===== src/rtl/rns_fwd_pkg.sv =====
package rns_fwd_pkg;
  typedef struct packed {
    logic load;
    logic clear;
  } cvtCtrl_t;
endpackage


===== src/rtl/rns_fwd_ctrl.sv =====
module rns_fwd_ctrl
  import rns_fwd_pkg::*;
(
  input  logic     clk,
  input  logic     rstN,
  input  logic     inVld,
  output cvtCtrl_t ctrl,
  output logic     outVld
);
  always_comb begin
    ctrl.load  = inVld;
    ctrl.clear = !rstN;
  end

  always_ff @(posedge clk) begin
    if (!rstN) outVld <= 1'b0;
    else       outVld <= inVld;
  end

  // the strobe follows the issue by exactly one clock
  a_r5_latency: assert property (@(posedge clk) disable iff (!rstN)
    inVld |=> outVld);
  a_r5_idle: assert property (@(posedge clk) disable iff (!rstN)
    !inVld |=> !outVld);
endmodule


===== src/rtl/rns_fwd_dp.sv =====
module rns_fwd_dp
  import rns_fwd_pkg::*;
#(
  parameter int W = 32,
  parameter int N = 11,
  parameter int K = 22
) (
  input  logic           clk,
  input  cvtCtrl_t       ctrl,
  input  logic [W-1:0]   inWord,
  output logic [N+K-1:0] outRes
);
  localparam int SL   = (W + N - 1) / N;   // slices folded onto n columns
  localparam int OPS  = SL + 1;            // plus sign correction operand
  localparam int PADW = SL * N;
  localparam int REM  = W % N;             // 2^W mod (2^N-1) = 2^REM
  localparam logic [N-1:0] ALLONES = {N{1'b1}};
  localparam logic [N-1:0] CORR    = ALLONES - N'(1 << REM);

  logic [PADW-1:0] padWord;
  logic [N-1:0]    opnd [OPS];
  logic [N-1:0]    sumV [OPS-1];
  logic [N-1:0]    carV [OPS-1];
  logic [N:0]      finSum;
  logic [N-1:0]    wrapSum;
  logic [N-1:0]    oddRes;

  assign padWord = PADW'(inWord);

  genvar gi;
  generate
    for (gi = 0; gi < SL; gi++) begin : gSlice
      assign opnd[gi] = padWord[gi*N +: N];
    end
  endgenerate

  // a negative word stands for value+2^W; adding CORR subtracts 2^W mod (2^N-1)
  assign opnd[SL] = inWord[W-1] ? CORR : '0;

  assign sumV[0] = opnd[0];
  assign carV[0] = opnd[1];
  generate
    for (gi = 2; gi < OPS; gi++) begin : gCsa
      logic [N-1:0] maj;
      assign sumV[gi-1] = sumV[gi-2] ^ carV[gi-2] ^ opnd[gi];
      assign maj        = (sumV[gi-2] & carV[gi-2]) | (sumV[gi-2] & opnd[gi]) |
                          (carV[gi-2] & opnd[gi]);
      assign carV[gi-1] = {maj[N-2:0], maj[N-1]};   // end-around carry
    end
  endgenerate

  always_comb begin
    finSum  = {1'b0, sumV[OPS-2]} + {1'b0, carV[OPS-2]};
    wrapSum = finSum[N-1:0] + N'(finSum[N]);
    oddRes  = (wrapSum == ALLONES) ? '0 : wrapSum;
  end

  always_ff @(posedge clk) begin
    if (ctrl.clear)     outRes <= '0;
    else if (ctrl.load) outRes <= {oddRes, inWord[K-1:0]};
  end

  // the all-ones code of the odd channel never leaves the block
  a_r4_norm: assert property (@(posedge clk) disable iff (ctrl.clear)
    outRes[N+K-1:K] != ALLONES);
  // no load, no change
  a_r6_hold: assert property (@(posedge clk) disable iff (ctrl.clear)
    !ctrl.load |=> $stable(outRes));
endmodule


===== src/rtl/rns_fwd_conv.sv =====
module rns_fwd_conv
  import rns_fwd_pkg::*;
#(
  parameter int W = 32,
  parameter int N = 11,
  parameter int K = 22
) (
  input  logic           clk,
  input  logic           rstN,
  input  logic           inVld,
  input  logic [W-1:0]   inWord,
  output logic           outVld,
  output logic [N+K-1:0] outRes
);
  localparam longint MODV = (longint'(1) << N) - 1;

  cvtCtrl_t ctrl;

  rns_fwd_ctrl uCtrl (
    .clk(clk), .rstN(rstN), .inVld(inVld), .ctrl(ctrl), .outVld(outVld)
  );

  rns_fwd_dp #(.W(W), .N(N), .K(K)) uDp (
    .clk(clk), .ctrl(ctrl), .inWord(inWord), .outRes(outRes)
  );

  function automatic longint refMod(input logic [W-1:0] w);
    longint v, r;
    v = longint'(signed'(w));
    r = v % MODV;
    if (r < 0) r = r + MODV;
    return r;
  endfunction

  // odd channel matches a behavioural signed modulo
  a_r1_mod: assert property (@(posedge clk) disable iff (!rstN)
    inVld |=> longint'(outRes[N+K-1:K]) == refMod($past(inWord)));
  // even channel sits in the low field
  a_r2_low: assert property (@(posedge clk) disable iff (!rstN)
    inVld |=> outRes[K-1:0] == $past(inWord[K-1:0]));
endmodule


===== config.mk =====
export PLATFORM = sky130hd
export DESIGN_NAME = rns_fwd_conv
export DESIGN_NICKNAME = d
export VERILOG_FILES = /design/src/rtl/rns_fwd_pkg.sv /design/src/rtl/rns_fwd_ctrl.sv /design/src/rtl/rns_fwd_dp.sv /design/src/rtl/rns_fwd_conv.sv
export SDC_FILE = /design/constraint.sdc
export NUM_CORES = 1
export LEC_CHECK = 0
export CAP_MARGIN = 30
export CORE_UTILIZATION = 32
export CTS_CLUSTER_SIZE = 20
export DETAILED_ROUTE_END_ITERATION = 16
export PLACE_DENSITY = 0.63
export SLEW_MARGIN = 15
export SYNTH_ARGS = -nofsm -noshare
export SYNTH_HDL_FRONTEND = slang
export SYNTH_SLANG_ARGS = --single-unit

===== constraint.sdc =====
create_clock -name clk -period 9.8 [get_ports clk]
set_clock_uncertainty 0.05 [all_clocks]
set_input_delay 0.98 -clock clk [delete_from_list [all_inputs] [get_ports clk]]
set_output_delay 0.98 -clock clk [all_outputs]
set_load 0.01 [all_outputs]

==> reports/qor.yml <==
synth_fa_ha_area_share_pct: 23.70
cp-end-kind: "register"
worstPathRequired_ns: 9.93
min_path_type: "register to register"
cts_htree_levels: 2
clockBufferDepth: 2
cts_post_setup_buffers_inserted: 0
worstPathMaxFanout: 10
antenna_cells: 0
final_nets: 379
vias: 1958
r2r_slack_ns: 9.11
drive_gt1_share_pct: 10.71
r2r-end: "uDp.outRes[24]$_SDFFE_PN0P_"
hpwlAfterDp_um: 4319
crit_arrival_ns: 5.66
critPathLaunchType: "input port"
vdd_drop_max_v: 0.00007728
final_antenna_net_count: 0
worstRegToRegCells: 1
track_usage_pct: 14.18
synth_top_family_by_area: "adder cells"
syn2layout_area_growth_pct: 35.61
grt.overflow.total: 0
p_leak_nw: 1.376
utilization_pct: 44.69
drtIter0Drc: 101
fin_crit_sh_pct: 56.47
synth_flop_cell: "dfxtp_1"
final_cell_mix: "clkdlybuf4s50_1 (68), dfxtp_1 (34), nor2b_1 (27)"
cts_inserted_buffers: 5
setup_violations: 0
ios: 69
synthMuxAreaShare_pct: 8.691
min_to: "uDp.outRes[27]$_SDFFE_PN0P_"
synthSimpleGateAreaFrac_pct: 17.53
cts_root_buf: "clkbuf_8"
async_reset_ff_share_pct: 0
postSynthAreaPerCell_um2: 10.60
path_class: "input port to register"
core-area_um2: 7687
max_cap_viol_count: 0
synth_compound_area_share_pct: 15.46
mostFrequentLayoutCell: "clkdlybuf4s50_1"
syn_inst: 239
cts_tree: "built"
start_util_pct: 32.96
hold_depth: 1
routed_wl_um: 5472
insertion_delay_ns: 0.29
gp_congestion: 0.8314
synth_enable_flop_cells: 0
worstHoldStart: "uDp.outRes[27]$_SDFFE_PN0P_"
grt_pass1_wl_um: 9535
pwr_density_cell_nw_per_um2: 208.7
yosysWarningCount: 0
setup_ws_ns: 4.266
die_width_um: 90.98
cts.sink_count: 34
slew_headroom_pct: 51.35
dp_slack_ns: 3.917
period_needed_ns: 5.534
ys_types: 51
port_buffers: 68
first_pass_iters: 4
rsz0062_at_grt: "false"
outcome: "complete, no violations"
design.die.area_um2: 8277
drcViolationCount: 0
path_clk_slew_ns: 0.08
rows: 32
hold_buffers: 0
r2r-start: "uDp.outRes[24]$_SDFFE_PN0P_"
timing_hold_violations_final: 0
syn_nets: 310
synth_area_um2: 2534
post_drt_via_cell_ratio: 4.776
ys_ff_latch: 34
maxSlewViolCount: 0
max_freq_ghz: 0.1807
drt-wirelength-per-cell_um: 13.35
power.total_mw: 0.7170
totalNegativeSetupSlack_ns: 0
synth_xor_xnor_area_share_pct: 5.827
cts_resized: 0
yosysSeqAreaShare_pct: 26.86
antenna_found_initial: 0
grt_pass1_vias: 2041
grt_max_degree: 25
whs_ns: 0.4210
tightest_slew_ns: 0.7274
die_h_um: 90.98
==> cell type report <==
type	instances	area, um2
sequential	34	680.7
clock buffer	6	82.58
fill	755	4252
inverter	6	22.52
tap	102	127.6
clock inverter	1	30.03
multi-input combinational	192	1804
timing repair buffer	69	688.2
==> per-layer routing <==
| metal | global-route usage [%] | vias up | share of wire, % |
|---|---|---|---|
| met4 | 4.233 | 0 | 1.1 |
| met2 | 21.46 | 49 | 44 |
| met1 | 19.78 | 907 | 50 |
| met5 | 0 | - | 0 |
| li1 | - | 996 | - |
| met3 | 3.685 | 6 | 5.0 |
==> registers in the layout, indices dropped and copies added, names as in the netlist <==
name	flops
uDp.outRes	33
uCtrl.outVld	1
==> worst max-delay path, cell delays in order <==
cell and delay, ns:
clkdlybuf4s50_1 0.46, fa_1 0.57, fa_1 0.46, ha_1 0.33, a211o_4 0.38, a211o_1 0.30, a41oi_2 0.26, nor2b_1 0.07
o21ai_0 0.15, nand2b_1 0.08, ha_1 0.20, ha_1 0.21, o211ai_1 0.11, and4bb_2 0.29, xnor2_1 0.14, a22o_2 0.19
nand4_4 0.17, a32o_2 0.31
==> stage by stage <==
step                      std cells  instance area [um2]
final                           410                 3436
after CTS                       410                 3436
after detailed placement        403                 3323
after floorplan                 239                 2534
after global placement          403                 3323
after global routing            410                 3436
==> worst max path at each step <==
stage / from / endpoint / slack (ns) / cells past startpoint
global placement: inWord[31] / uDp.outRes[22]$_SDFFE_PN0P_ / 4.00 / 17
detailed placement: inWord[31] / uDp.outRes[31]$_SDFFE_PN0P_ / 3.92 / 17
finish: inWord[1] / uDp.outRes[23]$_SDFFE_PN0P_ / 4.27 / 18
global route: inWord[31] / uDp.outRes[31]$_SDFFE_PN0P_ / 3.96 / 17
floorplan: inWord[1] / uDp.outRes[22]$_SDFFE_PN0P_ / 4.68 / 17
CTS: inWord[31] / uDp.outRes[23]$_SDFFE_PN0P_ / 4.23 / 17
==> power by group <==
part	total [mW]	switching (mW)	internal, mW
Combinational	0.414	0.216	0.197
Clock	0.135	0.0538	0.0814
Sequential	0.168	0.00984	0.158
==> synthesized netlist by cell type, types with 2 or more instances <==
cell      instances  area [um2]
nor3_1            3       15.01
dfxtp_1          34       680.7
nand4_1           2       12.51
a21oi_1           8       40.04
nor2_1           11       41.29
a21o_1            2       15.01
nor3b_1           2       15.01
o21a_1            3       22.52
clkbuf_1          5       18.77
nand3_1           3       15.01
mux2i_1          22       220.2
a32o_2            3       33.78
xnor2_1          10       87.58
xor2_1            5       43.79
a21oi_2           2       17.52
and3_1            3       18.77
or2_2             2       12.51
a211o_1           3       26.28
buf_1             2       7.510
nand2_1           9       33.78
o21ai_0           5       25.02
a32o_1            5       50.05
nor2b_1          27       168.9
a22o_2            4       40.04
fa_1             20       400.4
ha_1             16       200.2
inv_1             4       15.01
==> cells by family after synthesis <==
group / Yosys count
fa+ha+maj: 36
xor+xnor: 16
mux: 22
buf+inv: 13
simple gates: 72
flops: 34
compound gates: 46
No activity file was read; power rests on OpenSTA's default activity.
